File: src/rtl/hit_merge_pkg.sv
package hit_merge_pkg;
  typedef enum logic [1:0] {
    ST_IDLE = 2'd0,
    ST_BUSY = 2'd1,
    ST_ACK  = 2'd2,
    ST_REL  = 2'd3
  } merge_state_t;
endpackage

File: src/rtl/hit_merge_sync.sv
module hit_merge_sync #(
  parameter int NCH         = 5,
  parameter int SYNC_STAGES = 2
) (
  input  logic           clk,
  input  logic           rst_n,
  input  logic [NCH-1:0] pix_i,
  output logic [NCH-1:0] lvl_o,
  output logic [NCH-1:0] rise_o
);
  // Every channel gets an identical chain so that the delay is uniform.
  for (genvar c = 0; c < NCH; c++) begin : g_ch
    logic [SYNC_STAGES-1:0] sh_q;
    logic [SYNC_STAGES:0]   sh_wide;
    logic                   last_q;

    assign sh_wide = {sh_q, pix_i[c]};

    always_ff @(posedge clk or negedge rst_n) begin
      if (!rst_n) begin
        sh_q   <= '0;
        last_q <= 1'b0;
      end else begin
        sh_q   <= sh_wide[SYNC_STAGES-1:0];
        last_q <= sh_q[SYNC_STAGES-1];
      end
    end

    assign lvl_o[c]  = sh_q[SYNC_STAGES-1];
    assign rise_o[c] = sh_q[SYNC_STAGES-1] & ~last_q;
  end
endmodule

File: src/rtl/hit_merge_ctrl.sv
module hit_merge_ctrl
  import hit_merge_pkg::*;
#(
  parameter int NCH = 5
) (
  input  logic           clk,
  input  logic           rst_n,
  input  logic [NCH-1:0] lvl_i,
  input  logic [NCH-1:0] rise_i,
  input  logic           block_i,
  output logic           hit_o,
  output logic [NCH-1:0] addr_o,
  output logic [NCH-1:0] owner_o,
  output logic           win_o
);
  merge_state_t   state_q, state_d;
  logic [NCH-1:0] owner_q, owner_d;
  logic [NCH-1:0] addr_q, addr_d;
  logic           hit_q, hit_d;

  always_comb begin
    state_d = state_q;
    owner_d = owner_q;
    addr_d  = addr_q;
    hit_d   = hit_q;
    unique case (state_q)
      ST_IDLE: if (!block_i && (|rise_i)) begin
        state_d = ST_BUSY;
        owner_d = rise_i;
        addr_d  = rise_i;
        hit_d   = 1'b1;
      end
      ST_BUSY: if ((lvl_i & owner_q) == '0) begin
        state_d = ST_ACK;
        hit_d   = 1'b0;
      end
      ST_ACK:  if (block_i)  state_d = ST_REL;
      ST_REL:  if (!block_i) state_d = ST_IDLE;
      default: state_d = ST_IDLE;
    endcase
  end

  always_ff @(posedge clk or negedge rst_n) begin
    if (!rst_n) begin
      state_q <= ST_IDLE;
      owner_q <= '0;
      addr_q  <= '0;
      hit_q   <= 1'b0;
    end else begin
      state_q <= state_d;
      owner_q <= owner_d;
      addr_q  <= addr_d;
      hit_q   <= hit_d;
    end
  end

  assign hit_o   = hit_q;
  assign addr_o  = addr_q;
  assign owner_o = owner_q;
  assign win_o   = (state_q != ST_IDLE);

  // a blocked, quiet line stays quiet
  a_r7_block_holds_low: assert property (@(posedge clk) disable iff (!rst_n)
    (block_i && !hit_o) |=> !hit_o);
  // address only moves when a hit starts
  a_r3_addr_stable: assert property (@(posedge clk) disable iff (!rst_n)
    !$rose(hit_o) |-> $stable(addr_o));
  // a started hit always names an owner
  a_r3_addr_nonzero: assert property (@(posedge clk) disable iff (!rst_n)
    $rose(hit_o) |-> (addr_o != '0));
  // a hit only starts from a fresh edge
  a_r6_fresh_edge: assert property (@(posedge clk) disable iff (!rst_n)
    $rose(hit_o) |-> $past(|rise_i));
endmodule

File: src/rtl/hit_merge_pileup.sv
module hit_merge_pileup #(
  parameter int NCH = 5
) (
  input  logic           clk,
  input  logic           rst_n,
  input  logic [NCH-1:0] rise_i,
  input  logic [NCH-1:0] owner_i,
  input  logic           win_i,
  input  logic           clr_i,
  output logic [NCH-1:0] pileup_o
);
  logic [NCH-1:0] pile_q, pile_d, set_vec;

  always_comb begin
    set_vec = win_i ? (rise_i & ~owner_i) : '0;
    pile_d  = (pile_q & ~{NCH{clr_i}}) | set_vec;
  end

  always_ff @(posedge clk or negedge rst_n) begin
    if (!rst_n) pile_q <= '0;
    else        pile_q <= pile_d;
  end

  assign pileup_o = pile_q;

  // the owner never flags itself
  a_r5_no_self_pileup: assert property (@(posedge clk) disable iff (!rst_n)
    ((pile_q & ~$past(pile_q) & owner_i) == '0));
  // after a clear only fresh edges survive
  a_r8_clear_empties: assert property (@(posedge clk) disable iff (!rst_n)
    clr_i |=> ((pile_q & $past(pile_q) & ~$past(rise_i)) == '0));
  // bits appear only inside the window
  a_r4_set_in_window: assert property (@(posedge clk) disable iff (!rst_n)
    !win_i |=> ((pile_q & ~$past(pile_q)) == '0));
endmodule

File: src/rtl/hit_merge_arbiter.sv
module hit_merge_arbiter #(
  parameter int NCH         = 5,
  parameter int SYNC_STAGES = 2
) (
  input  logic           clk,
  input  logic           rst_n,
  input  logic [NCH-1:0] pix_i,
  input  logic           block_i,
  input  logic           pileup_clr_i,
  output logic           hit_o,
  output logic [NCH-1:0] addr_o,
  output logic [NCH-1:0] pileup_o
);
  logic [NCH-1:0] lvl, rise, owner;
  logic           win;

  hit_merge_sync #(.NCH(NCH), .SYNC_STAGES(SYNC_STAGES)) u_sync (
    .clk(clk), .rst_n(rst_n), .pix_i(pix_i), .lvl_o(lvl), .rise_o(rise)
  );

  hit_merge_ctrl #(.NCH(NCH)) u_ctrl (
    .clk(clk), .rst_n(rst_n), .lvl_i(lvl), .rise_i(rise), .block_i(block_i),
    .hit_o(hit_o), .addr_o(addr_o), .owner_o(owner), .win_o(win)
  );

  hit_merge_pileup #(.NCH(NCH)) u_pile (
    .clk(clk), .rst_n(rst_n), .rise_i(rise), .owner_i(owner), .win_i(win),
    .clr_i(pileup_clr_i), .pileup_o(pileup_o)
  );
endmodule

File: config.mk
export PLATFORM = sky130hd
export DESIGN_NAME = hit_merge_arbiter
export DESIGN_NICKNAME = d
export VERILOG_FILES = /design/src/rtl/hit_merge_pkg.sv /design/src/rtl/hit_merge_sync.sv /design/src/rtl/hit_merge_ctrl.sv /design/src/rtl/hit_merge_pileup.sv /design/src/rtl/hit_merge_arbiter.sv
export SDC_FILE = /design/constraint.sdc
export NUM_CORES = 1
export LEC_CHECK = 0
export BUFFER_PORTS_ARGS = -buffer_cell sky130_fd_sc_hd__buf_2
export CAP_MARGIN = 15
export CORE_MARGIN = 5
export CORE_UTILIZATION = 38
export CTS_CLUSTER_SIZE = 16
export DETAILED_ROUTE_END_ITERATION = 10
export PLACE_DENSITY = 0.7
export SLEW_MARGIN = 15
export SYNTH_ARGS = -nofsm -noshare
export SYNTH_HDL_FRONTEND = slang
export SYNTH_SLANG_ARGS = --single-unit
export TNS_END_PERCENT = 10
File: constraint.sdc
create_clock -name clk -period 1.44 [get_ports clk]
set_input_delay 0.36 -clock clk [delete_from_list [all_inputs] [get_ports clk]]
set_output_delay 0.36 -clock clk [all_outputs]
set_load 0.01 [all_outputs]
==> results.sh <==
export IMPL_vias=687
export IMPL_fin_cells=142
export IMPL_fin_crit_sh=1.06
export IMPL_wl_per_cell_microns=14.3
export IMPL_viasPerCell=4.84
export IMPL_ys_types=23
export IMPL_violations="setup timing"
export IMPL_ctsResizeCount=3
export IMPL_max_slew_margin=0.602
export IMPL_slew_viol_final=0
export IMPL_setup_viol=3
export IMPL_cpPeakStageDelay_ns=0.43
export IMPL_fin_skew_ns=0.00422
export IMPL_drt_wl_total_mm=2.03
export IMPL_rr_worst_depth=6
export IMPL_status="finished, violations left"
export IMPL_layout_common_cells="28 x dfrtp_1, 19 x buf_2, 11 x buf_4"
export IMPL_cts_tree="built"
export IMPL_synthesis_nets=92
export IMPL_cts_setup_buffers=0
export IMPL_rows=19
export IMPL_drive_gt1_frac=0.441
export IMPL_fillCellCount=251
export IMPL_ir_drop_uv=884
export IMPL_drc=0
export IMPL_grt_pass1_vias=758
export IMPL_fin_crit_ns=1.53
export IMPL_dp_cells=139
export IMPL_syn_area_per_cell_sq_um=14.5
export IMPL_hold_viol=0
export IMPL_p_leak_nw=0.700
export IMPL_rr_startpoint="u_ctrl.state_q[0]$_DFFE_PN0P_"
export IMPL_utilization=0.500
export IMPL_numCtsBuffers=3
export IMPL_crit_path_max_fanout=5
export IMPL_tightest_slew_ns=0.597
export IMPL_hpwl_mm=1.58
export IMPL_critPathSlowestCell="dfrtp_1"
export IMPL_grt_setup_unrepaired="true"
export IMPL_grt_pass1_wl_mm=3.62
export IMPL_crit_chain="inv_2 > ha_4 > nand3_2 > o2bb2a_4 > and3_4 > mux2_4"
export IMPL_cts_root_buf="clkbuf_4"
export IMPL_clk_path_buf_depth=2
export IMPL_synthToLayoutAreaGrowth_pct=24.4
export IMPL_grt_overflow=0
export IMPL_setup_ws_ns=-0.0900
export IMPL_dieHeight_microns=64.5
export IMPL_worstPathArrival_ns=1.75
export IMPL_reg2reg_to="u_ctrl.state_q[1]$_DFFE_PN0P_"
export IMPL_core_area_sq_um=2810
export IMPL_power_total_w=0.00252
export IMPL_crit_buf_inv=1
export IMPL_syn_inst=78
export IMPL_port_buffers=19
export IMPL_cts_clk_slew_worst_paths_ns=0.13
export IMPL_cp_start_kind="register"
export IMPL_drtPass1Iterations=4
export IMPL_holdBufCountCts=0
export IMPL_endpoint_kind="register"
export IMPL_critPathKind="register to register"
export IMPL_fmax_ghz=0.654
export IMPL_nets=127
export IMPL_htreeDepth=1
export IMPL_grt_use_total=0.110
export IMPL_die_area_sq_um=4160
export IMPL_max_cap_viol_count=0
export IMPL_dieWidth_microns=64.5
export IMPL_synth_seq_cells=28
export IMPL_clock_sinks=28
export IMPL_antenna_found_initial=0
export IMPL_drtAntennaViolNets=0
export IMPL_layout_commonest_cell="dfrtp_1"
export IMPL_syn_area_sq_um=1130
export IMPL_r2r_setup_slack_ns=-0.09
export IMPL_boundaryPins=20
export IMPL_power_density_nw_per_um2=1800
export IMPL_drt_iter0_markers=10
export IMPL_synth_warnings=0
export IMPL_clk_latency_ns=0.31
export IMPL_pre_cts_ws_ns=-0.0921
export IMPL_grt_max_degree=29
export IMPL_gp_congestion=0.767
export IMPL_initial_core_util=0.402
export IMPL_ys_seq_area_frac=0.621
export IMPL_antenna_cells=0
export IMPL_critical_path_top_delay_family="flip-flops"
export IMPL_cp_data_required_time_ns=1.66
export IMPL_hp_class="primary input to asynchronous set/reset pin"
==> kinds of logic after synthesis <==
logic type / synth area share
AOI/OAI and AO/OA: 0.0909
muxes: 0.0809
adders and majority gates: 0.0554
buffers and inverters: 0.0532
and+or+nand+nor: 0.0987
DFF: 0.621
==> power breakdown <==
part | switching, W | internal (W) | total, W
Sequential | 0.000110 | 0.000963 | 0.00107
Combinational | 0.000509 | 0.000637 | 0.00115
Clock | 0.000203 | 0.0000977 | 0.000301
Total | 0.000823 | 0.00170 | 0.00252
==> worst max path at each step <==
stage	startpoint	endpoint	slack (ns)	cells after the start
3_5_place_dp	u_sync.g_ch[0].sh_q[1]$_DFF_PN0_	u_ctrl.state_q[1]$_DFFE_PN0P_	-0.09	5
5_1_grt	u_ctrl.owner_o[1]$_DFFE_PN0P_	u_ctrl.state_q[1]$_DFFE_PN0P_	-0.17	5
2_1_floorplan	u_ctrl.state_q[1]$_DFFE_PN0P_	u_ctrl.state_q[1]$_DFFE_PN0P_	-0.08	7
6_report	u_ctrl.state_q[0]$_DFFE_PN0P_	u_ctrl.state_q[1]$_DFFE_PN0P_	-0.09	6
4_1_cts	u_sync.g_ch[0].sh_q[1]$_DFF_PN0_	u_ctrl.state_q[1]$_DFFE_PN0P_	-0.11	5
3_3_place_gp	u_sync.g_ch[1].sh_q[1]$_DFF_PN0_	u_ctrl.owner_o[2]$_DFFE_PN0P_	-0.06	5
==> per-layer routing <==
| layer | vias up | global-route usage | share of wire |
|---|---|---|---|
| met1 | 335 | 0.155 | 0.46 |
| met5 | - | 0 | 0 |
| met4 | 0 | 0.0317 | 0.0079 |
| met3 | 2 | 0.0155 | 0.031 |
| met2 | 15 | 0.178 | 0.50 |
| li1 | 335 | - | - |
==> cells in the mapped netlist <==
cell / instances / area, sq um
dfrtp_1: 28 / 701
inv_1: 11 / 41.3
ha_1: 5 / 62.6
mux2i_1: 5 / 50.1
o32ai_1: 5 / 43.8
nand2b_4: 3 / 41.3
mux2_4: 2 / 30.0
nand2_1: 2 / 7.51
nand2b_1: 2 / 12.5
nor2b_1: 2 / 12.5
a21oi_1: 1 / 5.00
a222oi_1: 1 / 10.0
a22oi_1: 1 / 7.51
a31oi_1: 1 / 6.26
and3_4: 1 / 11.3
buf_4: 1 / 7.51
buf_6: 1 / 11.3
mux2_1: 1 / 11.3
nand3_1: 1 / 5.00
nand3_4: 1 / 17.5
nor2_1: 1 / 3.75
o2bb2a_4: 1 / 20.0
o311a_1: 1 / 10.0
==> cell type report <==
class | instances | area (sq um) | share of cell area
Sequential cell | 28 | 701 | 0.499
Timing Repair Buffer | 32 | 200 | 0.143
Tap cell | 31 | 38.8 | 0.0276
Inverter | 11 | 41.3 | 0.0294
Multi-Input combinational cell | 37 | 400 | 0.285
Clock buffer | 3 | 22.5 | 0.0160
==> per-stage QoR <==
stage / instance area, sq um / setup TNS, ns / hold WS (ns)
after floorplan: 1150 / -0.0846 / 0.0644
after global placement: 1360 / -0.242 / 0.333
after detailed placement: 1360 / -0.382 / 0.335
after CTS: 1400 / -0.162 / 0.0431
after global routing: 1400 / -0.485 / 0.0707
final: 1400 / -0.120 / 0.0336
==> flip-flops by register name, summed over array words and instances, names as in the netlist <==
register	count
u_sync.g_ch.sh_q	10
u_ctrl.owner_o	5
u_pile.pileup_o	5
u_sync.g_ch.last_q	5
u_ctrl.state_q	2
u_ctrl.hit_o	1
(Power assumes the default switching activity.)
